[src/rtl/hdlc_rx_pkg.sv]
package hdlc_rx_pkg;
  localparam int BYTE_W    = 8;
  localparam int SCR_LEN   = 43;
  localparam int FCS_BYTES = 4;
  localparam int CRC_W     = 32;

  localparam logic [BYTE_W-1:0] FLAG_OCTET = 8'h7E;
  localparam logic [BYTE_W-1:0] ESC_OCTET  = 8'h7D;
  localparam logic [BYTE_W-1:0] ESC_MASK   = 8'h20;

  localparam logic [CRC_W-1:0] CRC_POLY_REFL = 32'hEDB88320;
  localparam logic [CRC_W-1:0] CRC_INIT      = 32'hFFFF_FFFF;
  localparam logic [CRC_W-1:0] CRC_GOOD      = 32'hDEBB20E3;

  // Descramble one octet, LSB first; hist[0] is the newest line bit.
  function automatic logic [BYTE_W-1:0] descramble_byte(
      input logic [BYTE_W-1:0] line, input logic [SCR_LEN-1:0] hist);
    logic [SCR_LEN-1:0] h;
    logic [BYTE_W-1:0]  o;
    h = hist;
    for (int i = 0; i < BYTE_W; i++) begin
      o[i] = line[i] ^ h[SCR_LEN-1];
      h    = {h[SCR_LEN-2:0], line[i]};
    end
    return o;
  endfunction

  function automatic logic [SCR_LEN-1:0] hist_advance(
      input logic [BYTE_W-1:0] line, input logic [SCR_LEN-1:0] hist);
    logic [SCR_LEN-1:0] h;
    h = hist;
    for (int i = 0; i < BYTE_W; i++) h = {h[SCR_LEN-2:0], line[i]};
    return h;
  endfunction

  function automatic logic [CRC_W-1:0] crc32_step(
      input logic [CRC_W-1:0] crc, input logic [BYTE_W-1:0] b);
    logic [CRC_W-1:0] c;
    c = crc;
    for (int i = 0; i < BYTE_W; i++) begin
      if (c[0] ^ b[i]) c = (c >> 1) ^ CRC_POLY_REFL;
      else             c = c >> 1;
    end
    return c;
  endfunction
endpackage

[src/rtl/hdlc_rx_descrambler.sv]
module hdlc_rx_descrambler
  import hdlc_rx_pkg::*;
(
  input  logic              clk,
  input  logic              rst_n,
  input  logic              en_i,
  input  logic              valid_i,
  input  logic [BYTE_W-1:0] line_i,
  output logic              valid_o,
  output logic [BYTE_W-1:0] byte_o
);
  logic [SCR_LEN-1:0] hist_q;

  always_ff @(posedge clk) begin
    if (!rst_n) begin
      hist_q  <= '0;
      valid_o <= 1'b0;
      byte_o  <= '0;
    end else begin
      valid_o <= valid_i;
      if (valid_i) begin
        hist_q <= hist_advance(line_i, hist_q);
        byte_o <= en_i ? descramble_byte(line_i, hist_q) : line_i;
      end
    end
  end
endmodule

[src/rtl/hdlc_rx_fcs32.sv]
module hdlc_rx_fcs32
  import hdlc_rx_pkg::*;
(
  input  logic              clk,
  input  logic              rst_n,
  input  logic              clr_i,
  input  logic              upd_i,
  input  logic [BYTE_W-1:0] byte_i,
  output logic              ok_o
);
  logic [CRC_W-1:0] crc_q;

  always_ff @(posedge clk) begin
    if (!rst_n)     crc_q <= CRC_INIT;
    else if (clr_i) crc_q <= CRC_INIT;
    else if (upd_i) crc_q <= crc32_step(crc_q, byte_i);
  end

  assign ok_o = (crc_q == CRC_GOOD);
endmodule

[src/rtl/hdlc_rx_deframer.sv]
module hdlc_rx_deframer
  import hdlc_rx_pkg::*;
(
  input  logic              clk,
  input  logic              rst_n,
  input  logic              fcs_cfg_i,
  input  logic              valid_i,
  input  logic [BYTE_W-1:0] byte_i,
  input  logic              crc_ok_i,
  output logic              crc_clr_o,
  output logic              crc_upd_o,
  output logic [BYTE_W-1:0] crc_byte_o,
  output logic              ev_close_o,
  output logic [BYTE_W-1:0] pkt_data,
  output logic              pkt_valid,
  output logic              pkt_sop,
  output logic              pkt_eop,
  output logic              pkt_err
);
  localparam int HOLD  = FCS_BYTES + 1;
  localparam int CNT_W = $clog2(HOLD + 1);

  logic              synced_q, esc_q, started_q, fcs_on_q;
  logic [CNT_W-1:0]  cnt_q, k_sel;
  logic [BYTE_W-1:0] hold_q [HOLD];

  // Named events
  logic              ev_flag, ev_esc, ev_data, ev_push, ev_close, full;
  logic [BYTE_W-1:0] data_val;

  assign ev_flag  = valid_i && (byte_i == FLAG_OCTET);
  assign ev_esc   = valid_i && synced_q && !esc_q && (byte_i == ESC_OCTET);
  assign ev_data  = valid_i && synced_q && !ev_flag && !ev_esc;
  assign data_val = esc_q ? (byte_i ^ ESC_MASK) : byte_i;
  assign k_sel    = fcs_on_q ? CNT_W'(FCS_BYTES) : '0;
  assign full     = (cnt_q == k_sel + CNT_W'(1));
  assign ev_push  = ev_data && full;
  assign ev_close = ev_flag && synced_q && (cnt_q != '0);

  assign crc_clr_o  = ev_flag;
  assign crc_upd_o  = ev_data;
  assign crc_byte_o = data_val;
  assign ev_close_o = ev_close;

  logic              nx_valid, nx_sop, nx_eop, nx_err;
  logic [BYTE_W-1:0] nx_data;

  always_comb begin
    nx_valid = 1'b0;
    nx_sop   = 1'b0;
    nx_eop   = 1'b0;
    nx_err   = 1'b0;
    nx_data  = '0;
    if (ev_close) begin
      nx_valid = 1'b1;
      nx_eop   = 1'b1;
      if (full) begin
        nx_data = hold_q[k_sel];
        nx_sop  = !started_q;
        nx_err  = esc_q || (fcs_on_q && !crc_ok_i);
      end else begin
        nx_sop = 1'b1;
        nx_err = 1'b1;
      end
    end else if (ev_push) begin
      nx_valid = 1'b1;
      nx_sop   = !started_q;
      nx_data  = hold_q[k_sel];
    end
  end

  always_ff @(posedge clk) begin
    if (!rst_n) begin
      synced_q  <= 1'b0;
      esc_q     <= 1'b0;
      started_q <= 1'b0;
      fcs_on_q  <= 1'b0;
      cnt_q     <= '0;
      pkt_valid <= 1'b0;
      pkt_sop   <= 1'b0;
      pkt_eop   <= 1'b0;
      pkt_err   <= 1'b0;
      pkt_data  <= '0;
    end else begin
      pkt_valid <= nx_valid;
      pkt_sop   <= nx_sop;
      pkt_eop   <= nx_eop;
      pkt_err   <= nx_err;
      pkt_data  <= nx_data;
      if (cnt_q == '0) fcs_on_q <= fcs_cfg_i;
      if (ev_flag) begin
        synced_q  <= 1'b1;
        esc_q     <= 1'b0;
        started_q <= 1'b0;
        cnt_q     <= '0;
      end else if (ev_esc) begin
        esc_q <= 1'b1;
      end else if (ev_data) begin
        esc_q <= 1'b0;
        if (full) started_q <= 1'b1;
        else      cnt_q     <= cnt_q + CNT_W'(1);
      end
    end
  end

  // Holdback shift register: stage 0 is the newest unstuffed octet.
  always_ff @(posedge clk) begin
    if (!rst_n)       hold_q[0] <= '0;
    else if (ev_data) hold_q[0] <= data_val;
  end

  for (genvar g = 1; g < HOLD; g++) begin : g_hold
    always_ff @(posedge clk) begin
      if (!rst_n)       hold_q[g] <= '0;
      else if (ev_data) hold_q[g] <= hold_q[g-1];
    end
  end
endmodule

[src/rtl/hdlc_octet_rx.sv]
module hdlc_octet_rx
  import hdlc_rx_pkg::*;
(
  input  logic              clk,
  input  logic              rst_n,
  input  logic [BYTE_W-1:0] rx_byte,
  input  logic              rx_valid,
  input  logic              cfg_descramble,
  input  logic              cfg_fcs_check,
  output logic [BYTE_W-1:0] pkt_data,
  output logic              pkt_valid,
  output logic              pkt_sop,
  output logic              pkt_eop,
  output logic              pkt_err
);
  logic              d1_valid;
  logic [BYTE_W-1:0] d1_byte;
  logic              crc_clr, crc_upd, crc_ok, ev_close;
  logic [BYTE_W-1:0] crc_byte;

  hdlc_rx_descrambler u_descr (
    .clk     (clk),
    .rst_n   (rst_n),
    .en_i    (cfg_descramble),
    .valid_i (rx_valid),
    .line_i  (rx_byte),
    .valid_o (d1_valid),
    .byte_o  (d1_byte)
  );

  hdlc_rx_fcs32 u_fcs (
    .clk    (clk),
    .rst_n  (rst_n),
    .clr_i  (crc_clr),
    .upd_i  (crc_upd),
    .byte_i (crc_byte),
    .ok_o   (crc_ok)
  );

  hdlc_rx_deframer u_defr (
    .clk        (clk),
    .rst_n      (rst_n),
    .fcs_cfg_i  (cfg_fcs_check),
    .valid_i    (d1_valid),
    .byte_i     (d1_byte),
    .crc_ok_i   (crc_ok),
    .crc_clr_o  (crc_clr),
    .crc_upd_o  (crc_upd),
    .crc_byte_o (crc_byte),
    .ev_close_o (ev_close),
    .pkt_data   (pkt_data),
    .pkt_valid  (pkt_valid),
    .pkt_sop    (pkt_sop),
    .pkt_eop    (pkt_eop),
    .pkt_err    (pkt_err)
  );
endmodule

[config.mk]
export PLATFORM = sky130hd
export DESIGN_NAME = hdlc_octet_rx
export DESIGN_NICKNAME = d
export VERILOG_FILES = /design/src/rtl/hdlc_rx_pkg.sv /design/src/rtl/hdlc_rx_descrambler.sv /design/src/rtl/hdlc_rx_fcs32.sv /design/src/rtl/hdlc_rx_deframer.sv /design/src/rtl/hdlc_octet_rx.sv
export SDC_FILE = /design/constraint.sdc
export NUM_CORES = 1
export LEC_CHECK = 0
export CAP_MARGIN = 25
export CORE_ASPECT_RATIO = 1.75
export CORE_MARGIN = 2
export CORE_UTILIZATION = 50
export CTS_CLUSTER_DIAMETER = 40
export DETAILED_ROUTE_END_ITERATION = 7
export PLACE_DENSITY = 0.7
export SYNTH_ARGS = -nofsm -noshare
export SYNTH_HDL_FRONTEND = slang
export SYNTH_SLANG_ARGS = --single-unit
[constraint.sdc]
create_clock -name clk -period 2.45 [get_ports clk]
set_input_delay 0.49 -clock clk [delete_from_list [all_inputs] [get_ports clk]]
set_output_delay 0.49 -clock clk [all_outputs]
set_load 0.02 [all_outputs]
==> impl_table.tex <==
\begin{tabular}{lr}
\hline
Metric & Value \\
\hline
\multicolumn{2}{l}{\textbf{Power}} \\
Leakage dissipation & 3.13 nW \\
Largest voltage drop on the vdd net & 537 uV \\
Share of power burned in registers & 0.452 \\
Internal power & 4.21 mW \\
Clock power share & 0.458 \\
Pwr Density & 756 nW/um\^{}2 \\
Fraction of power consumed by combinational cells & 0.089 \\
Switching component of the power & 1.34 mW \\
Proportion of total power due to net switching & 0.241 \\
\multicolumn{2}{l}{\textbf{Place}} \\
Pre-CTS WS & 0.304 ns \\
Final weighted congestion in routability-driven placement & 0.872 \\
IO Port Bufs & 24 \\
Placed standard-cell area & 6760 sq um \\
Total half-perimeter wirelength after legalization and detailed placement & 8360 um \\
\multicolumn{2}{l}{\textbf{Drt}} \\
Routed length on met3 & 399 um \\
Total wire length & 12,200 um \\
Vias per Instance & 5.40 \\
Top Metal Used & met4 \\
Metal-1 WL & 4860 um \\
DRC violation total after the first TritonRoute iteration & 160 \\
Vias after detailed routing & 4,001 \\
Detailed route wirelength on metal2 & 6470 um \\
Number of optimization iterations in the first detailed-route pass & 7 \\
Post-route DRC & 0 \\
Average detailed-routed wire length per instance & 16.4 um \\
Antenna violation net count after detailed routing & 0 \\
\multicolumn{2}{l}{\textbf{STA}} \\
Slew of the pin with the lowest slew margin & 0.640 ns \\
Achievable Freq & 461 MHz \\
Slew HR & 0.571 \\
RSZ-0062 raised after global routing & no \\
Total Neg Setup Slack & 0 ns \\
Endpoints failing setup & 0 \\
Worst Hold Slack & 0.495 ns \\
Final clock skew & 0.0119 ns \\
Setup WS post-layout & 0.279 ns \\
Final period utilization & 0.886 \\
Shortest clock period the worst path allows after layout & 2.17 ns \\
Final Hold Violating Endpoints & 0 \\
Max-slew violations & 0 \\
\multicolumn{2}{l}{\textbf{Setup path}} \\
Critical Path Start Type & flip-flop \\
Kind of capture point of the worst setup path & flip-flop \\
Category of the critical setup timing path & reg -> reg \\
Highest net fanout along the worst path & 7 \\
Worst endpoint required time & 2.76 ns \\
Arrival @ worst endpoint & 2.48 ns \\
\multicolumn{2}{l}{\textbf{CTS}} \\
Clock root cell & sky130\_fd\_sc\_hd\_\_clkbuf\_16 \\
Longest Clk Path Bufs & 2 \\
Clock H-tree levels & 4 \\
CTS Hold Bufs & 0 \\
Post\_cts resized & 0 \\
Worst skew pair latency & 0.42 ns \\
Number of clock sinks & 143 \\
Clk pin slew, worst setup/hold paths & 0.06 ns \\
Total CTS buffers & 17 \\
Clock tree from TritonCTS & yes \\
Post-CTS Setup Bufs & 0 \\
\multicolumn{2}{l}{\textbf{Yosys}} \\
Synthesized netlist cell count & 531 \\
Warnings, synthesis & 0 \\
Number of synthesized register bits & 143 \\
Prevailing post-synth register cell & sky130\_fd\_sc\_hd\_\_dfxtp\_1 \\
Total standard cell area after synthesis & 6250 sq um \\
Top post-synthesis cells by area & sky130\_fd\_sc\_hd\_\_dfxtp\_1 (33\%), sky130\_fd\_sc\_hd\_\_edfxtp\_1 (19\%), sky130\_fd\_sc\_hd\_\_mux2i\_1 (8.3\%), sky130\_fd\_sc\_hd\_\_xnor3\_1 (6.1\%), sky130\_fd\_sc\_hd\_\_nor2\_1 (4.1\%) \\
Leading post-synthesis cells by instance count & sky130\_fd\_sc\_hd\_\_dfxtp\_1 (103), sky130\_fd\_sc\_hd\_\_nor2\_1 (69), sky130\_fd\_sc\_hd\_\_mux2i\_1 (52) \\
Count of flip-flops with a built-in enable after synthesis & 40 \\
Top-area cell type share of the netlist area & 0.330 \\
Per-instance average area after synthesis & 11.8 sq um \\
Number of different library cells in the post-synthesis netlist & 50 \\
Part of the Yosys area used for sequential elements & 0.522 \\
Cell taking the most area after synthesis & sky130\_fd\_sc\_hd\_\_dfxtp\_1 \\
Top-count cell post-synth & sky130\_fd\_sc\_hd\_\_dfxtp\_1 \\
Number of nets produced by synthesis & 547 \\
Async S/R FF share, synth & 0 \\
\multicolumn{2}{l}{\textbf{Floorplanning}} \\
Number of placed I/O pins & 25 \\
Starting density of the core & 0.506 \\
Placeable Area & 12,400 sq um \\
Number of rows created at floorplan & 54 \\
Die width & 88.5 um \\
Area of the die & 13,500 sq um \\
Die boundary height & 152 um \\
\multicolumn{2}{l}{\textbf{Finish}} \\
Net count reported at finish & 576 \\
Share of final-layout standard cells stronger than drive strength 1 & 0.131 \\
Number of filler instances in the final layout & 1,002 \\
Growth of design area from synthesis to finish & 17.3\% \\
Sequential cell area & 3260 sq um \\
Post-route cell area & 7340 sq um \\
Area of combinational cells with multiple inputs & 2850 sq um \\
Antenna Diode Count & 0 \\
\multicolumn{2}{l}{\textbf{Global route}} \\
Number of global-route vias before repair & 4,054 \\
Number of antenna violations at the first check in global routing & 0 \\
First-pass GRT wire length & 20,200 um \\
GRT Residual Overflow & 0 \\
Maximum number of pins on one net before global-route repair & 52 \\
Gr usage total & 0.195 \\
\multicolumn{2}{l}{\textbf{Job}} \\
Count of max-cap constraint violations & 0 \\
\multicolumn{2}{l}{\textbf{Run status}} \\
Status & completed \\
\multicolumn{2}{l}{\textbf{Hold path}} \\
Class of the tightest hold or removal check & reg -> reg \\
\hline
\end{tabular}
==> worst max-delay path, cell delays in order (launching register included) <==
cell and delay, ns:
sky130_fd_sc_hd__dfxtp_1 0.42, sky130_fd_sc_hd__xor3_2 0.61, sky130_fd_sc_hd__xnor2_4 0.34, sky130_fd_sc_hd__xnor3_1 0.39, sky130_fd_sc_hd__a221o_1 0.31
==> power groups by stage <==
| stage | Sequential (mW) | Combinational (mW) | Clock, mW |
|---|---|---|---|
| 2_1_floorplan | 2.55 | 0.388 | 0 |
| 3_3_place_gp | 2.56 | 0.487 | 0 |
| 3_5_place_dp | 2.56 | 0.499 | 0 |
| 4_1_cts | 2.51 | 0.501 | 2.58 |
| 5_1_grt | 2.51 | 0.534 | 2.69 |
| 6_report | 2.51 | 0.496 | 2.54 |
==> state kept, by name, summed over array words and instances, names as in the netlist <==
register / flops
u_defr.pkt_valid: 1
u_defr.started_q: 1
u_defr.pkt_data: 8
u_defr.pkt_err: 1
u_descr.hist_q: 43
u_fcs.crc_q: 32
u_defr.esc_q: 1
u_descr.valid_o: 1
u_defr.pkt_sop: 1
u_descr.byte_o: 8
u_defr.cnt_q: 3
u_defr.synced_q: 1
u_defr.hold_q: 40
u_defr.fcs_on_q: 1
u_defr.pkt_eop: 1
==> layout by cell type (no fill, tap or decap), types with 10 or more instances in the layout <==
cell / count
sky130_fd_sc_hd__dfxtp_1: 103
sky130_fd_sc_hd__nor2_1: 68
sky130_fd_sc_hd__mux2i_1: 52
sky130_fd_sc_hd__and3_1: 40
sky130_fd_sc_hd__edfxtp_1: 40
sky130_fd_sc_hd__clkdlybuf4s50_1: 23
sky130_fd_sc_hd__a21oi_1: 20
sky130_fd_sc_hd__xnor2_1: 19
sky130_fd_sc_hd__xnor3_1: 17
sky130_fd_sc_hd__clkbuf_16: 17
sky130_fd_sc_hd__xor2_1: 16
sky130_fd_sc_hd__buf_4: 15
sky130_fd_sc_hd__nand2_1: 12
sky130_fd_sc_hd__a221o_1: 11
sky130_fd_sc_hd__o21ai_0: 10
==> layout make-up <==
cell class              count  share of cell area
inverters                   7             0.00358
clock inverters            14              0.0198
multi-input cells         349               0.388
repair buffers             42              0.0556
flip-flops and latches    143               0.445
clock buffers              18              0.0598
well taps                 168              0.0286
==> metal layers <==
metal,track usage,up-vias
met3,0.0445,37
met5,0,-
met2,0.332,86
met1,0.225,1916
li1,-,1962
met4,0.0960,0
==> through the flow <==
step,util,std cells,power [mW]
after floorplan,-,531,2.94
after global placement,0.546,709,3.05
after detailed placement,0.546,709,3.06
after CTS,0.594,741,5.59
after global routing,0.594,741,5.74
final,0.594,741,5.55
==> kinds of logic (layout without fill, tap and decap cells) <==
family                   count (synthesis)  in the layout  share of synthesized area
AO/OA/AOI/OAI                           72             72                     0.0772
AND/OR/NAND/NOR                        153            153                      0.125
multiplexers                            52             52                     0.0832
XOR/XNOR                                69             69                      0.163
flip-flops                             143            143                      0.522
buffers and inverters                   39             81                     0.0238
adder cells (fa/ha/maj)                  3              3                    0.00600
==> final timing paths <==
path	startpoint	to	slack, ns	depth (start not counted)
setup / recovery	u_defr.esc_q$_SDFFE_PP0P_	u_fcs.crc_q[21]$_SDFFE_PP1P_	0.28	4
setup reg to reg	u_defr.esc_q$_SDFFE_PP0P_	u_fcs.crc_q[21]$_SDFFE_PP1P_	0.28	4
hold / removal	u_descr.hist_q[16]$_SDFFE_PN0P_	u_descr.hist_q[16]$_SDFFE_PN0P_	0.50	2
hold reg to reg	u_descr.hist_q[16]$_SDFFE_PN0P_	u_descr.hist_q[16]$_SDFFE_PN0P_	0.50	2
(Power assumes the default switching activity.)
